==> src/rtl/mbx_pkg.sv <==
package mbx_pkg;

    typedef enum logic [0:0] {
        FLAG_IDLE   = 1'b0,
        FLAG_RAISED = 1'b1
    } flag_state_t;

    typedef struct packed {
        logic ring;
        logic ack;
    } flag_req_t;

endpackage

==> src/rtl/mbx_port_decode.sv <==
module mbx_port_decode #(
    parameter int ADDR_W    = 15,
    parameter int OWN_BOX   = 0,
    parameter int PEER_BOX  = 1
) (
    input  logic              en,
    input  logic [ADDR_W-1:0] addr,
    input  logic              cs_n,
    input  logic              we_n,
    input  logic              oe_n,
    input  logic              busy_n,
    output logic              peer_ring,
    output logic              own_ack
);
    localparam logic [ADDR_W-1:0] OWN_A  = ADDR_W'(OWN_BOX);
    localparam logic [ADDR_W-1:0] PEER_A = ADDR_W'(PEER_BOX);

    logic selected;
    logic hit_own;
    logic hit_peer;

    always_comb begin
        selected  = en && !cs_n;
        hit_own   = (addr == OWN_A);
        hit_peer  = (addr == PEER_A);
        peer_ring = selected && hit_peer && !we_n && busy_n;
        own_ack   = selected && hit_own && !oe_n;
    end
endmodule

==> src/rtl/mbx_flag_fsm.sv <==
module mbx_flag_fsm
    import mbx_pkg::*;
(
    input  logic      clk,
    input  logic      rst_n,
    input  logic      en,
    input  flag_req_t req,
    output logic      irq_n
);
    flag_state_t state_q, state_d;

    always_comb begin
        state_d = state_q;
        unique case (state_q)
            FLAG_IDLE:   if (en && req.ring) state_d = FLAG_RAISED;
            FLAG_RAISED: begin
                if (!en)                         state_d = FLAG_IDLE;
                else if (req.ack && !req.ring)   state_d = FLAG_IDLE;
            end
            default:     state_d = FLAG_IDLE;
        endcase
    end

    always_ff @(posedge clk or negedge rst_n) begin
        if (!rst_n) state_q <= FLAG_IDLE;
        else        state_q <= state_d;
    end

    always_comb begin
        irq_n = (state_q != FLAG_RAISED);
    end

    AST_RING_LOWERS: assert property (@(posedge clk) disable iff (!rst_n)
        (en && req.ring) |=> !irq_n);
    AST_ACK_RAISES: assert property (@(posedge clk) disable iff (!rst_n)
        (en && req.ack && !req.ring) |=> irq_n);
    AST_DISABLE_IDLE: assert property (@(posedge clk) disable iff (!rst_n)
        !en |=> irq_n);
    AST_QUIET_HOLDS: assert property (@(posedge clk) disable iff (!rst_n)
        (en && !req.ring && !req.ack) |=> $stable(irq_n));
endmodule

==> src/rtl/mbx_irq_unit.sv <==
module mbx_irq_unit
    import mbx_pkg::*;
#(
    parameter int ADDR_W = 15
) (
    input  logic              clk,
    input  logic              rst_n,
    input  logic              irq_en,
    input  logic [ADDR_W-1:0] a_addr,
    input  logic              a_cs_n,
    input  logic              a_we_n,
    input  logic              a_oe_n,
    input  logic              a_busy_n,
    input  logic [ADDR_W-1:0] b_addr,
    input  logic              b_cs_n,
    input  logic              b_we_n,
    input  logic              b_oe_n,
    input  logic              b_busy_n,
    output logic              a_irq_n,
    output logic              b_irq_n
);
    localparam int NPORT  = 2;
    localparam int TOP    = (1 << ADDR_W) - 1;
    localparam int BOX_A  = TOP - 1;
    localparam int BOX_B  = TOP;

    logic [ADDR_W-1:0] addr_v [NPORT];
    logic [NPORT-1:0]  cs_v, we_v, oe_v, busy_v;
    logic [NPORT-1:0]  ring_v, ack_v, irq_v;

    always_comb begin
        addr_v[0] = a_addr;
        addr_v[1] = b_addr;
        cs_v      = {b_cs_n, a_cs_n};
        we_v      = {b_we_n, a_we_n};
        oe_v      = {b_oe_n, a_oe_n};
        busy_v    = {b_busy_n, a_busy_n};
    end

    for (genvar p = 0; p < NPORT; p++) begin : g_port
        localparam int OWN  = (p == 0) ? BOX_A : BOX_B;
        localparam int PEER = (p == 0) ? BOX_B : BOX_A;
        flag_req_t req;

        mbx_port_decode #(
            .ADDR_W  (ADDR_W),
            .OWN_BOX (OWN),
            .PEER_BOX(PEER)
        ) u_dec (
            .en       (irq_en),
            .addr     (addr_v[p]),
            .cs_n     (cs_v[p]),
            .we_n     (we_v[p]),
            .oe_n     (oe_v[p]),
            .busy_n   (busy_v[p]),
            .peer_ring(ring_v[p]),
            .own_ack  (ack_v[p])
        );

        always_comb begin
            req.ring = ring_v[NPORT-1-p];
            req.ack  = ack_v[p];
        end

        mbx_flag_fsm u_flag (
            .clk  (clk),
            .rst_n(rst_n),
            .en   (irq_en),
            .req  (req),
            .irq_n(irq_v[p])
        );
    end

    assign a_irq_n = irq_v[0];
    assign b_irq_n = irq_v[1];

    AST_A_FALL_NEEDS_FREE_WRITER: assert property (@(posedge clk) disable iff (!rst_n)
        $fell(a_irq_n) |-> $past(!b_cs_n && !b_we_n && b_busy_n && irq_en
                                 && b_addr == ADDR_W'(BOX_A)));
    AST_B_FALL_NEEDS_FREE_WRITER: assert property (@(posedge clk) disable iff (!rst_n)
        $fell(b_irq_n) |-> $past(!a_cs_n && !a_we_n && a_busy_n && irq_en
                                 && a_addr == ADDR_W'(BOX_B)));
    AST_RESET_IDLE: assert property (@(posedge clk)
        !rst_n |-> (a_irq_n && b_irq_n));
endmodule

==> config.mk <==
export PLATFORM = sky130hd
export DESIGN_NAME = mbx_irq_unit
export DESIGN_NICKNAME = d
export VERILOG_FILES = /design/src/rtl/mbx_pkg.sv /design/src/rtl/mbx_port_decode.sv /design/src/rtl/mbx_flag_fsm.sv /design/src/rtl/mbx_irq_unit.sv
export SDC_FILE = /design/constraint.sdc
export NUM_CORES = 1
export LEC_CHECK = 0
export ABC_AREA = 1
export CORE_UTILIZATION = 21
export CTS_CLUSTER_SIZE = 10
export DETAILED_ROUTE_END_ITERATION = 10
export PLACE_DENSITY = 0.73
export SLEW_MARGIN = 20
export SYNTH_ARGS = -nofsm -noshare
export SYNTH_HDL_FRONTEND = slang
export SYNTH_SLANG_ARGS = --single-unit
==> constraint.sdc <==
create_clock -name clk -period 0.8 [get_ports clk]
set_clock_uncertainty 0.05 [all_clocks]
set_input_delay 0.24 -clock clk [delete_from_list [all_inputs] [get_ports clk]]
set_output_delay 0.24 -clock clk [all_outputs]
set_load 0.05 [all_outputs]
==> metrics.md <==
| Metric | Value |
|---|---|
| Status | `finished with violations` |
| Failing checks | `setup timing` |
| Initial antenna violation count | `0` |
| Worst setup margin | `-378 ps` |
| Clock transition at path regs | `30 ps` |
| Nets | `143` |
| CP startpoint | `g_port[1].u_flag.state_q` |
| Crit start category | `register` |
| Setup TNS | `-749 ps` |
| Post-Synth XOR/XNOR Area | `0%` |
| Worst r2r src | `g_port[1].u_flag.state_q` |
| Power Internal | `405 uW` |
| Global-route wire length before repair | `1.71 mm` |
| Sw Share | `23.7%` |
| Initial Util | `23.7%` |
| Largest registers | `g_port.u_flag.state_q x2` |
| Row count | `12` |
| Final wirelength | `1.07 mm` |
| Clock Sinks | `2` |
| Via density | `4.18` |
| Comb power frac | `39.1%` |
| Worst slew pin tran | `146 ps` |
| Maxcap violations | `0` |
| Ant. Diodes | `0` |
| Lkg Pwr | `0.386 nW` |
| Synth Register Bits | `2` |
| RR Endpoint | `g_port[1].u_flag.state_q` |
| Root Driver | `clkbuf_4` |
| Final min period | `1180 ps` |
| Relative contribution of sequential cells to total power | `19.2%` |
| Post-synthesis simple-gate area fraction | `62.2%` |
| RSZ-0062 raised after global routing | `yes` |
| Top Ports | `43` |
| Number of global-route vias before repair | `457` |
| Pre-antenna DRT Iters | `2` |
| Hold Violations, Final | `0` |
| Post-synthesis compound-gate area fraction | `6.31%` |
| Fin. max-slew vios | `0` |
| Sw Pwr | `126 uW` |
| Cell variety after synth | `9` |
| Die H | `38.4 microns` |
| Largest family of logic cells by synthesized area | `simple AND/OR/NAND/NOR gates` |
| Sequential share of the synthesized area | `18.0%` |
| Number of non-filler instances in the completed layout | `114` |
| Largest register by flop count | `g_port.u_flag.state_q` |
| Adder-cell share of the synthesized area | `0%` |
| Fin crit share | `147%` |
| Core ar. | `1170 sq um` |
| VDD IR max | `0.551 mV` |
| Area grow syn2layout | `168%` |
| Die width | `38.4 microns` |
| Slew headroom | `90.2%` |
| Crit path max fanout | `2` |
| Die ar. | `1470 sq um` |
| Hold/Removal Path Class | `in -> async` |
| Critical Path RT | `510 ps` |
| Pwr dens | `712 nW/um^2` |
| Critical path class | `reg -> out` |
| Crit path capture | `b_irq_n` |
| Register-to-Register Path Depth | `3` |
| Post-Place Cells | `110` |
| Detailed-route wire length per cell | `9.41 microns` |
| Final Setup Violations | `3` |
| DP HPWL | `853 microns` |
| Worst reg-to-reg setup slack | `-10 ps` |
| IO buf count | `42` |
| H-tree levels | `1` |
| Largest net degree at the start of global routing | `5` |
| CP endpoint kind | `primary output` |
| Total track usage | `16.6%` |
| Mux cell area share after synthesis | `0%` |
| Clock Power Share | `41.7%` |
| Antenna viol nets, final | `0` |
| CTS tree | `yes` |
| Cell area after synthesis | `278 sq um` |
| Max reg flops | `2` |
| Routed vias | `477` |
| TritonCTS Buffers | `3` |
| Syn_nets | `94` |
| Max Freq | `0.849 GHz` |
| Clock Latency Late Sink | `220 ps` |
| WP data arrival | `890 ps` |
| Clock Path Buffers | `2` |
| GP Congestion | `0.675` |
| Iter 0 DRT Violations | `2` |
| Syn Inst Count | `53` |
| Layout cells sized above 1 | `53.0%` |
| Congestion Overflow GR | `0` |
| Synth warn | `0` |
| Drt drc | `0` |
| Syn Area/Cell | `5.24 sq um` |
cell usage in the layout, fill, tap and decap left out, drive strengths merged:
cell type / n
clkbuf: 16
nand3: 2
a21oi: 2
buf: 19
inv: 8
nor2: 14
dlygate4sd2: 3
dlymetal6s2s: 3
clkinvlp: 2
nand3b: 1
dfrtp: 2
clkdlybuf4s50: 1
nand4: 5
nand2: 17
clkdlybuf4s15: 5
kinds of logic after synthesis:
logic type	count (synthesis)
flip-flops	2
AO/OA/AOI/OAI	2
AND/OR/NAND/NOR	39
buffers and inverters	10
layer usage:
layer	share of wire, %	track usage [%]	wire length [microns]
met4	0	5.17	0
met2	49	28.8	521
met1	40	19.6	434
met5	0	0	0
met3	11	4.65	117
worst min path at each step:
stage                     start                  endpoint  depth (start not counted)
after global routing      rst_n  g_port[0].u_flag.state_q                          1
final                     rst_n  g_port[1].u_flag.state_q                          1
after global placement    rst_n  g_port[1].u_flag.state_q                          1
after floorplan           rst_n  g_port[0].u_flag.state_q                          0
after CTS                 rst_n  g_port[1].u_flag.state_q                          1
after detailed placement  rst_n  g_port[0].u_flag.state_q                          1
final cells by class:
cell class / instances / area (sq um)
flip-flops and latches: 2 / 50.0
inverters: 10 / 45.0
well taps: 14 / 17.5
repair buffers: 44 / 378
fillers: 121 / 425
clock buffers: 3 / 22.5
multi-input cells: 41 / 233
synth_stat cells (all sizes together):
cell / n / share of area (%)
a21oi: 2 / 6.3
dfrtp: 2 / 18
inv: 10 / 14
nand2: 17 / 23
nand3: 2 / 3.6
nand3b: 1 / 2.7
nand4: 5 / 11
nor2: 14 / 22
timing repair:
action                     in CTS  in global routing
resized for setup              75                 51
gates cloned                    0                  0
setup endpoints to repair       4                  4
setup buffers                   0                  1
hold buffers                    0                  0
pin swaps                      28                 29
critical path: stages (launching register included):
cell and delay (ps):
dfrtp_1 390, clkinvlp_4 120, buf_12 150
power by group through the flow:
stage          clock network [mW]  logic, mW  registers [mW]
6_report                    0.222      0.208           0.102
5_1_grt                     0.235      0.230           0.102
4_1_cts                     0.234      0.182           0.102
3_5_place_dp                    0      0.248           0.103
3_3_place_gp                    0      0.245           0.103
2_1_floorplan                   0     0.0365           0.103
through the flow:
stage | hold WS (ps) | utilization (%) | instance area (sq um) | setup slack, ps | power, mW
2_1_floorplan | -106 | - | 293 | -101 | 0.140
3_5_place_dp | 370 | 64.7 | 758 | -618 | 0.351
4_1_cts | 130 | 59.4 | 696 | -384 | 0.518
3_3_place_gp | 366 | 64.7 | 758 | -614 | 0.348
5_1_grt | 143 | 63.7 | 746 | -402 | 0.567
6_report | 133 | 63.7 | 746 | -378 | 0.531
Note: power is estimated with default switching activity, not from simulation.
